### src/rtl/sp_flags_pkg.sv
package sp_flags_pkg;
  localparam int unsigned DEF_DW      = 8;
  localparam int unsigned DEF_BIT_MPT = 0;
  localparam int unsigned DEF_BIT_MPR = 1;
  localparam int unsigned DEF_BIT_END = 2;
  localparam int unsigned DEF_BIT_PER = 3;
  localparam int unsigned DEF_BIT_EMP = 4;
  localparam int unsigned N_ARMED     = 2;
  localparam int unsigned ARM_PER     = 0;
  localparam int unsigned ARM_EMP     = 1;
endpackage

### src/rtl/sp_clr_arm.sv
module sp_clr_arm (
  input  logic clk,
  input  logic rst_n,
  input  logic bus_rd,
  input  logic bus_wr,
  input  logic flag_val,
  input  logic wr_bit,
  output logic clr_req
);
  logic arm_q, arm_d;

  always_comb begin
    arm_d = arm_q;
    if (bus_rd)      arm_d = flag_val;
    else if (bus_wr) arm_d = 1'b0;
  end

  always_ff @(posedge clk or negedge rst_n) begin
    if (!rst_n) arm_q <= 1'b0;
    else        arm_q <= arm_d;
  end

  assign clr_req = bus_wr & arm_q & ~wr_bit;
endmodule

### src/rtl/sp_rx_flags.sv
module sp_rx_flags (
  input  logic clk,
  input  logic rst_n,
  input  logic rx_en,
  input  logic frame_done,
  input  logic parity_bad,
  input  logic mp_bit,
  input  logic clr_req,
  output logic perr,
  output logic mp_rx,
  output logic dreg_load,
  output logic full_set
);
  logic perr_q, perr_d, mp_q, mp_d, accept;

  assign accept = rx_en & frame_done & ~perr_q;

  always_comb begin
    perr_d = perr_q;
    if (rx_en) begin
      if (accept && parity_bad) perr_d = 1'b1;
      else if (clr_req)         perr_d = 1'b0;
    end
    mp_d = accept ? mp_bit : mp_q;
  end

  always_ff @(posedge clk or negedge rst_n) begin
    if (!rst_n) begin
      perr_q <= 1'b0;
      mp_q   <= 1'b0;
    end else begin
      perr_q <= perr_d;
      mp_q   <= mp_d;
    end
  end

  assign perr      = perr_q;
  assign mp_rx     = mp_q;
  assign dreg_load = accept;
  assign full_set  = accept & ~parity_bad;
endmodule

### src/rtl/sp_tx_flags.sv
module sp_tx_flags (
  input  logic clk,
  input  logic rst_n,
  input  logic tx_en,
  input  logic shift_load,
  input  logic last_bit,
  input  logic dma_wr,
  input  logic clr_req,
  input  logic bus_wr,
  input  logic mpt_bit,
  output logic tdre,
  output logic tend,
  output logic mp_tx
);
  logic tdre_q, tdre_d, tend_q, tend_d, mpt_q, mpt_d, clr_any;

  assign clr_any = clr_req | dma_wr;

  always_comb begin
    tdre_d = tdre_q;
    if (!tx_en || shift_load)       tdre_d = 1'b1;
    else if (clr_any)               tdre_d = 1'b0;
    tend_d = tend_q;
    if (!tx_en || (last_bit && tdre_q)) tend_d = 1'b1;
    else if (clr_any)                   tend_d = 1'b0;
    mpt_d = bus_wr ? mpt_bit : mpt_q;
  end

  always_ff @(posedge clk or negedge rst_n) begin
    if (!rst_n) begin
      tdre_q <= 1'b1;
      tend_q <= 1'b1;
      mpt_q  <= 1'b0;
    end else begin
      tdre_q <= tdre_d;
      tend_q <= tend_d;
      mpt_q  <= mpt_d;
    end
  end

  assign tdre  = tdre_q;
  assign tend  = tend_q;
  assign mp_tx = mpt_q;
endmodule

### src/rtl/sp_status_flags.sv
module sp_status_flags
  import sp_flags_pkg::*;
#(
  parameter int unsigned DW      = DEF_DW,
  parameter int unsigned BIT_MPT = DEF_BIT_MPT,
  parameter int unsigned BIT_MPR = DEF_BIT_MPR,
  parameter int unsigned BIT_END = DEF_BIT_END,
  parameter int unsigned BIT_PER = DEF_BIT_PER,
  parameter int unsigned BIT_EMP = DEF_BIT_EMP
) (
  input  logic          clk,
  input  logic          rst_n,
  input  logic          bus_rd,
  input  logic          bus_wr,
  input  logic [DW-1:0] bus_wdata,
  output logic [DW-1:0] bus_rdata,
  input  logic          rx_en,
  input  logic          rx_frame_done,
  input  logic          rx_parity_bad,
  input  logic          rx_mp_bit,
  input  logic          tx_en,
  input  logic          tx_shift_load,
  input  logic          tx_last_bit,
  input  logic          tx_dreg_dma_wr,
  output logic          rx_dreg_load,
  output logic          rx_full_set,
  output logic          rx_stall,
  output logic          perr_flag,
  output logic          tend_flag,
  output logic          tdre_flag,
  output logic          mp_rx_flag,
  output logic          mp_tx_flag
);
  localparam int unsigned ARM_POS [N_ARMED] = '{BIT_PER, BIT_EMP};

  logic [N_ARMED-1:0] arm_flag, arm_clr;
  logic               wdata_unused;

  assign wdata_unused         = ^bus_wdata;
  assign arm_flag[ARM_PER]    = perr_flag;
  assign arm_flag[ARM_EMP]    = tdre_flag;

  for (genvar g = 0; g < N_ARMED; g++) begin : g_arm
    sp_clr_arm u_arm (
      .clk      (clk),
      .rst_n    (rst_n),
      .bus_rd   (bus_rd),
      .bus_wr   (bus_wr),
      .flag_val (arm_flag[g]),
      .wr_bit   (bus_wdata[ARM_POS[g]]),
      .clr_req  (arm_clr[g])
    );
  end

  sp_rx_flags u_rx (
    .clk        (clk),
    .rst_n      (rst_n),
    .rx_en      (rx_en),
    .frame_done (rx_frame_done),
    .parity_bad (rx_parity_bad),
    .mp_bit     (rx_mp_bit),
    .clr_req    (arm_clr[ARM_PER]),
    .perr       (perr_flag),
    .mp_rx      (mp_rx_flag),
    .dreg_load  (rx_dreg_load),
    .full_set   (rx_full_set)
  );

  sp_tx_flags u_tx (
    .clk        (clk),
    .rst_n      (rst_n),
    .tx_en      (tx_en),
    .shift_load (tx_shift_load),
    .last_bit   (tx_last_bit),
    .dma_wr     (tx_dreg_dma_wr),
    .clr_req    (arm_clr[ARM_EMP]),
    .bus_wr     (bus_wr),
    .mpt_bit    (bus_wdata[BIT_MPT]),
    .tdre       (tdre_flag),
    .tend       (tend_flag),
    .mp_tx      (mp_tx_flag)
  );

  assign rx_stall = perr_flag;

  always_comb begin
    bus_rdata          = '0;
    bus_rdata[BIT_MPT] = mp_tx_flag;
    bus_rdata[BIT_MPR] = mp_rx_flag;
    bus_rdata[BIT_END] = tend_flag;
    bus_rdata[BIT_PER] = perr_flag;
    bus_rdata[BIT_EMP] = tdre_flag;
  end
endmodule

### config.mk
export PLATFORM = sky130hd
export DESIGN_NAME = sp_status_flags
export DESIGN_NICKNAME = d
export VERILOG_FILES = /design/src/rtl/sp_flags_pkg.sv /design/src/rtl/sp_clr_arm.sv /design/src/rtl/sp_rx_flags.sv /design/src/rtl/sp_tx_flags.sv /design/src/rtl/sp_status_flags.sv
export SDC_FILE = /design/constraint.sdc
export NUM_CORES = 1
export LEC_CHECK = 0
export ABC_AREA = 0
export BUFFER_PORTS_ARGS = -buffer_cell sky130_fd_sc_hd__buf_2
export CORE_AREA = 2 2 39 41
export CTS_CLUSTER_SIZE = 28
export DETAILED_ROUTE_END_ITERATION = 7
export DIE_AREA = 0 0 41 43
export GPL_TIMING_DRIVEN = 0
export HOLD_SLACK_MARGIN = 0.15
export MAX_ROUTING_LAYER = met4
export PLACE_DENSITY = 0.8
export SYNTH_ARGS = -nofsm -noshare
export SYNTH_HDL_FRONTEND = slang
export SYNTH_HIERARCHICAL = 1
export SYNTH_SLANG_ARGS = --single-unit
### constraint.sdc
create_clock -name clk -period 1.1 [get_ports clk]
set_input_delay 0.11 -clock clk [delete_from_list [all_inputs] [get_ports clk]]
set_output_delay 0.11 -clock clk [all_outputs]
set_load 0.01 [all_outputs]
After elaboration in Yosys (flattened, before gate mapping)
Index checks and enable logic that the tools add are counted. Widths: inputs -> output; s select.

Logic and storage cells: 37. Register bits: 7. Output and inout port bits: 16. Input bits: 20.

Reductions and logical operators: 10. Muxes and demuxes: 8. Bitwise operators: 12.

Operator list (count): $mux 1 (8); $reduce_bool 2->1 (4); $and 1x1->1 (7); $not 1->1 (4); $logic_and 1x1->1 (2); $logic_or 1x1->1 (2); $reduce_and 2->1 (1); $logic_not 1->1 (1); $or 1x1->1 (1).

Logic depth before layout (Yosys ltp)
Gate-level depths: netlist of the first run.

Depth in word-level cells: 5. Gate-level depth with buffers: 4. Gate-level depth less buffers: 4.

By module
The synthesis of the first run kept the hierarchy.

Modules (own cells, without submodules): sp_tx_flags (times used 1, area an instance 115.1 um^2, sequential area each 77.6 um^2, cells each 8); sp_rx_flags (times used 1, area an instance 105.1 um^2, sequential area each 50.0 um^2, cells each 8); sp_clr_arm (times used 2, area an instance 51.3 um^2, sequential area each 25.0 um^2, cells each 6); sp_status_flags (times used 1, area an instance 71.3 um^2, sequential area each 0.0 um^2, cells each 10).

Worst setup path after synthesis of the first run
No wires, ideal clock.

Kind: register -> register. From: register u_rx.perr_q, in the netlist u_rx/perr. To: register u_rx.mp_q, in the netlist u_rx/mp_rx. Setup slack: 0.060 ns. Path buffers: 0. Required time: 0.975 ns. Data arrival time: 0.915 ns. Clock period less this slack: 1.040 ns. Stages on the path, launching flop included: 3. Library setup time: 0.125 ns. Cell sequence: dfrtp_1 nand3b_4 mux2_4.

Cells in the longest elaborated chain, start to end: 2.

Ends and longest elaborated chain: from (decl) (RTL line sp_rx_flags.sv:14) `logic perr_q, perr_d, mp_q, mp_d, accept;`; from (signal assigned) (RTL line sp_rx_flags.sv:32) `perr_q <= perr_d;`; $not 1->1 (RTL line sp_rx_flags.sv:16) `assign accept = rx_en & frame_done & ~perr_q;`; $and 1x1->1 (RTL line sp_rx_flags.sv:16); to (signal assigned) (RTL line sp_rx_flags.sv:33) `mp_q <= mp_d;`; to (decl) (RTL line sp_rx_flags.sv:14).

No other way between the ends. A chain may end at the register's enable or synchronous reset.

Final worst setup path of the first run
From: register u_rx.perr_q, in the netlist u_rx/perr. To: output rx_full_set.

Cells in the longest elaborated chain, start to end: 3.

Ends and longest elaborated chain: $not 1->1 (RTL line sp_rx_flags.sv:16); $and 1x1->1 (RTL line sp_rx_flags.sv:16); $and 1x1->1 (RTL line sp_rx_flags.sv:40) `assign full_set = accept & ~parity_bad;`; to (decl) (RTL line sp_status_flags.sv:26) `output logic rx_full_set,`.

No other way between the ends.

==> flow_summary_export.csv, run 1 <==
group,metric,value,unit
floorplan,start_util,28.5,%
global_routing,grt_max_degree,8,
finish,n_antenna_cell,0,
finish,nFillCells,139,
worst_setup_path,crit_buf_inv,1,
placement,place_inst,83,
cts,htreeDepth,1,
route,drt_wl_total,919,um
timing,setup_tns,-0.138,ns
timing,period_needed,1.15,ns
global_routing,grt.busiest_layer,"met2",
yosys,yosysTopAreaCellShare,31.7,%
yosys,synthFlopType,"dfrtp_1",
cts,tritoncts,"built",
status,outcome,"finished with violations",
power,leakagePower,0.000383,uW
finish,layout.cells.non_filler,97,
route,vias_per_cell,4.05,
timing,fin_crit_sh,105,%
timing,slew_viol_final,0,
yosys,synth_warnings,6,
cts,clk_pin_slew,0.05,ns
global_routing,grtUsageMet1,10.8,%
yosys,synth_top_cell_by_area,"dfrtp_1",
yosys,postSynthAreaPerCell,10.4,um2
yosys,synth_area_leaders,"dfrtp_1 32%, buf_4 17%, dfstp_2 13%, nand3b_4 5.1%, o21ai_2 4.4%",
yosys,synth_async_sr_flop_share,100,%
cts,numClockSinks,7,
finish,synthToLayoutAreaGrowth,78.7,%
finish,fin_util,50.9,%
global_routing,grt_overflow_total,0,
global_routing,use_met2,21.9,%
finish,post-route-cell-area,704,um2
yosys,synth_cells,38,
timing,final-hold-violation-count,0,
worst_setup_path,crit_family,"flip-flops",
yosys,synth.ff_latch_count,7,
placement,hpwl,681,um
power,pwr_density_cell,1400,mW/mm2
floorplan,core-area,0.00138,mm2
global_routing,grt_pass1_vias,354,
yosys,synth_cell_types,15,
route,drt-pass1-iter-count,4,
cts,cts_root_buf,"clkbuf_4",
timing,fmax,869,MHz
worst_setup_path,critPathLaunchType,"flip-flop",
route,wire_per_inst,9.47,um
yosys,synth_seq_area_share,45.1,%
timing,rsz0062_at_grt,"true",
placement,place_congestion,0.647,
yosys,netlist_area,394,um2
yosys,synthTopCellsByCount,"9 x buf_4, 5 x dfrtp_1, 4 x nand2_1, 4 x nor2_1",
route,vias,393,
global_routing,use_met3,4.71,%
finish,drive_gt1_share,63.0,%
status,violations,"negative setup slack",
global_routing,grtUsageTotal,11.9,%
floorplan,die_w,41,um
floorplan,die_area,0.00176,mm2
worst_setup_path,cp-end-kind,"output port",
worst_setup_path,crit_path_cell_trace,"nand3b_4, nor2_2, buf_2",
route,postRouteAntennaNets,0,
global_routing,grt_pass1_wl,1370,um
timing,setup_slack,-0.0503,ns
cts,clock_latency,0.24,ns
route,drcViolationCount,0,
worst_setup_path,critical_path_class,"flip-flop to output port",
flow_run,maxCapViolations,0,
global_routing,antenna_found_initial,0,
floorplan,die_y,43,um
cts,cts_buffers,3,
worst_setup_path,slowest_delay,0.41,ns
timing,fin_worst_skew,0.00414,ns
timing,finalSetupViolCount,5,
worst_setup_path,crit_path_top_delay_cell,"dfrtp_2",
cts,clock_path_buffers,2,
placement,io_buffer_count,27,
hold_path,holdCritPathClass,"input pin to flip-flop",
yosys,synth_edf_count,0,
worst_setup_path,crit_fanout,3,
placement,place_area,557,um2
yosys,synth_most_common_cell,"buf_4",
worst_setup_path,arrival,1.04,ns
worst_setup_path,cp.required,0.99,ns
floorplan,ios,36,
finish,fin_nets,102,
floorplan,rows,14,
route,drt_iter0_drc,4,
power,ir_worst_vdd,0.000543,V
[area by class of cell]
type	count	area, um2	share of cell area [%]
flip-flops and latches	7	179	25.4
inverters	2	7.51	1.07
repair buffers	38	260	36.9
well taps	16	20.0	2.84
multi-input cells	22	151	21.5
clock buffers	4	26.3	3.73
plain buffers	8	60.1	8.53
[flip-flops by register name, indices dropped and copies added, names as in the netlist]
signal	cells
g_arm.u_arm/arm_q	2
u_rx/mp_rx	1
u_rx/perr	1
u_tx/mp_tx	1
u_tx/tdre	1
u_tx/tend	1
[layout by cell type, fill, tap and decap left out, types with 2 or more instances in the layout]
| cell type | n |
|---|---|
| buf_2 | 23 |
| buf_4 | 12 |
| dlygate4sd3_1 | 7 |
| nand2_1 | 4 |
| dfrtp_1 | 4 |
| buf_6 | 4 |
| conb_1 | 3 |
| clkbuf_4 | 3 |
| nor2_1 | 3 |
| nand2b_1 | 2 |
| o21ai_2 | 2 |
| inv_1 | 2 |
| a31oi_1 | 2 |
| dfstp_2 | 2 |
[logic make-up after synthesis]
| kind of cell | count (synthesis) | share of synthesized area [%] |
|---|---|---|
| and+or+nand+nor | 11 | 15.9 |
| buffers and inverters | 11 | 19.0 |
| DFF | 7 | 45.1 |
| AOI/OAI and AO/OA | 6 | 12.4 |
| muxes | 2 | 6.67 |
| other | 1 | 0.951 |
[power breakdown]
group	leakage [uW]	switching [uW]	internal [uW]
registers	0.0000778	33.7	309
clock network	0.0000150	87.6	138
logic	0.000290	158	259
[timing repair]
action / 4_1_cts / 5_1_grt
hold endpoints to repair: 14 / 0
resized for setup: 2 / 4
hold buffers: 7 / 0
buffers inserted: 4 / 0
setup endpoints to repair: 4 / 7
[per-stage QoR]
step / hold slack (ns) / worst slack, ns / total power (uW)
after global routing: 0.160 / -0.104 / 1050
after global placement: -0.0506 / 0.0625 / 675
after detailed placement: -0.0465 / 0.0451 / 682
after CTS: 0.152 / -0.0572 / 968
final: 0.155 / -0.0503 / 986
after floorplan: -0.186 / 0.0598 / 550
[worst min-delay path, stage by stage]
cell	delay, ns
buf_2	0.10
inv_1	0.06
a221o_1	0.10
[final timing paths]
path                                             start  slack [ns]                          endpoint  cells past startpoint
min in group asynchronous                        rst_n        0.22  g_arm[1].u_arm/arm_q$_DFFE_PN0P_                      2
worst min-delay path                             tx_en        0.15             u_tx/tend$_DFFE_PN1P_                      3
max in group asynchronous                        rst_n        0.64             u_tx/tdre$_DFFE_PN1P_                      2
worst max-delay path             u_rx/perr$_DFFE_PN0P_       -0.05                       rx_full_set                      3
worst min register to register  u_tx/mp_tx$_DFFE_PN0P_        0.53            u_tx/mp_tx$_DFFE_PN0P_                      1
worst max register to register   u_rx/perr$_DFFE_PN0P_       -0.02            u_rx/mp_rx$_DFFE_PN0P_                      3
[per-layer routing]
metal / routed length [um] / share of wire [%] / vias to the layer above
li1: - / - / 201
met1: 320 / 35 / 176
met2: 520 / 57 / 14
met3: 70 / 7.6 / 2
met4: 8 / 0.87 / 0
met5: 0 / 0 / -
No activity file was read; power rests on OpenSTA's default activity.
==> run 2: changes to the inputs <==
Settings changed: CORE_AREA 2 2 39 41 to 8 8 45 47, DIE_AREA 0 0 41 43 to 0 0 53 55.
==> run 2 against run 1 <==
Hold slack improved by 0.015 ns; the flow still finishes with violations (negative setup slack); critical endpoint unchanged; largest cell class unchanged; clock-buffer cell count did not move; fmax fell by 0.96%; clock power rose by 3%; register-to-register slack barely moved; combinational power rose by 3%; first-iteration DRC count rose by 25%; sequential power barely moved; via count rose by 3.3%.
==> flow_summary_export.csv, run 2 (synthesis results as in run 1) <==
group,metric,value,unit
timing,rsz0062_at_grt,"true",
floorplan,die_area,0.00292,mm2
power,ir_worst_vdd,0.000737,V
route,postRouteAntennaNets,0,
timing,finalSetupViolCount,5,
placement,io_buffer_count,27,
finish,n_antenna_cell,0,
worst_setup_path,cp.required,0.99,ns
timing,slew_viol_final,0,
worst_setup_path,crit_fanout,3,
global_routing,grt_overflow_total,0,
worst_setup_path,crit_path_cell_trace,"nand3b_4, nor2_1, buf_2",
floorplan,die_y,55,um
finish,layout.cells.non_filler,98,
finish,fin_nets,103,
worst_setup_path,crit_path_top_delay_cell,"dfrtp_2",
cts,cts_root_buf,"clkbuf_4",
route,wl_met1,404,um
power,leakagePower,0.000388,uW
power,swShare,29.2,%
global_routing,antenna_found_initial,0,
finish,largest-register,"g_arm.u_arm/arm_q",
timing,fin_worst_skew,0.00413,ns
cts,cts_buffers,3,
route,top_layer,"met3",
finish,fin_util,52.1,%
placement,hpwl,855,um
placement,place_area,557,um2
timing,fmax,861,MHz
route,drt-pass1-iter-count,4,
timing,period_needed,1.16,ns
finish,final_cell_mix,"22 x buf_2, 11 x buf_4, 9 x dlygate4sd3_1",
finish,drive_gt1_share,59.8,%
route,drcViolationCount,0,
floorplan,die_w,53,um
power,pwr-share-comb,42.7,%
status,outcome,"finished with violations",
power,intPower,713,uW
cts,clock_latency,0.25,ns
route,drt_wl_total,1140,um
timing,fin_crit_sh,106,%
route,drt_iter0_drc,5,
placement,place_inst,83,
route,wl_met2,613,um
floorplan,ios,36,
cts,numClockSinks,7,
floorplan,start_util,28.5,%
placement,preCtsSetupSlack,0.0440,ns
route,wire_per_inst,11.6,um
worst_setup_path,critical_path_class,"flip-flop to output port",
worst_setup_path,cp-end-kind,"output port",
flow_run,maxCapViolations,0,
timing,setup_slack,-0.0615,ns
cts,clk_pin_slew,0.05,ns
power,power_frac_seq,34.2,%
floorplan,core-area,0.00138,mm2
worst_setup_path,crit_family,"flip-flops",
floorplan,rows,14,
finish,final_common_cell,"buf_2",
power,total_power,1010,uW
worst_setup_path,slowest_delay,0.41,ns
worst_setup_path,arrival,1.05,ns
finish,synthToLayoutAreaGrowth,82.9,%
cts,clock_path_buffers,2,
hold_path,holdCritPathClass,"input pin to flip-flop",
finish,largest_reg_flops,2,
worst_setup_path,critPathLaunchType,"flip-flop",
power,netSwitchingPower,294,uW
global_routing,grt_pass1_vias,408,
route,vias,406,
placement,place_congestion,0.687,
timing,final-hold-violation-count,0,
cts,tritoncts,"built",
route,vias_per_cell,4.14,
worst_setup_path,crit_buf_inv,1,
global_routing,grtUsageTotal,7.93,%
finish,post-route-cell-area,721,um2
global_routing,grt_pass1_wl,1680,um
power,clockPowerShare,23.1,%
power,pwr_density_cell,1400,mW/mm2
status,violations,"negative setup slack",
route,wl_met3,123,um
cts,htreeDepth,1,
global_routing,grt_max_degree,8,
## run 2: changes by cell type in the layout (fill, tap and decap cells not counted), sizes merged
| cell | delta |
|---|---|
| dlygate4sd3 | +2 |
| buf | -1 |
## run 2: worst reg2reg max path, stage by stage, from the launching register on
cell and delay (ns):
dfrtp_2 0.41, nand3b_4 0.17, buf_4 0.14, mux2_4 0.28
## run 2: worst paths after layout
kind / startpoint / to / slack, ns / cells after the start
max: u_rx/perr$_DFFE_PN0P_ / rx_full_set / -0.06 / 3
min: bus_wr / u_tx/mp_tx$_DFFE_PN0P_ / 0.17 / 2
max reg2reg: u_rx/perr$_DFFE_PN0P_ / u_rx/mp_rx$_DFFE_PN0P_ / -0.02 / 3
min reg2reg: u_tx/mp_tx$_DFFE_PN0P_ / u_tx/mp_tx$_DFFE_PN0P_ / 0.53 / 1
max in group asynchronous: rst_n / u_tx/tdre$_DFFE_PN1P_ / 0.66 / 2
min in group asynchronous: rst_n / g_arm[1].u_arm/arm_q$_DFFE_PN0P_ / 0.21 / 2
## run 2: area by class of cell
cell class	count	area, um2
plain buffers	7	52.6
clock buffers	4	26.3
fillers	137	663
inverters	2	7.51
multi-input cells	22	149
flip-flops and latches	7	179
well taps	16	20.0
repair buffers	40	287
## run 2: power by group through the flow
stage	Sequential (uW)	Combinational (uW)	Clock (uW)
detailed placement	357	334	0
finish	345	430	232
CTS	344	432	243
global route	351	458	260
floorplan	366	184	0
global placement	354	328	0
## run 2: routing by layer
layer / vias to the layer above / global-route usage, %
met5: - / -
met1: 189 / 7.25
met2: 16 / 14.3
li1: 201 / -
met3: 0 / 4.55
met4: 0 / 1.29
## run 2: per-stage QoR
stage	setup TNS (ns)	hold WS, ns
after floorplan	0	-0.186
after global placement	0	-0.0500
after detailed placement	0	-0.0514
after CTS	-0.195	0.165
after global routing	-0.407	0.166
final	-0.197	0.170
## run 2: repair_timing
action,in CTS,in global routing
pin swaps,0,0
hold buffers,9,0
endpoints found under the setup margin,6,6
hold endpoints to repair,14,0
resized for setup,5,1
setup buffers,4,0
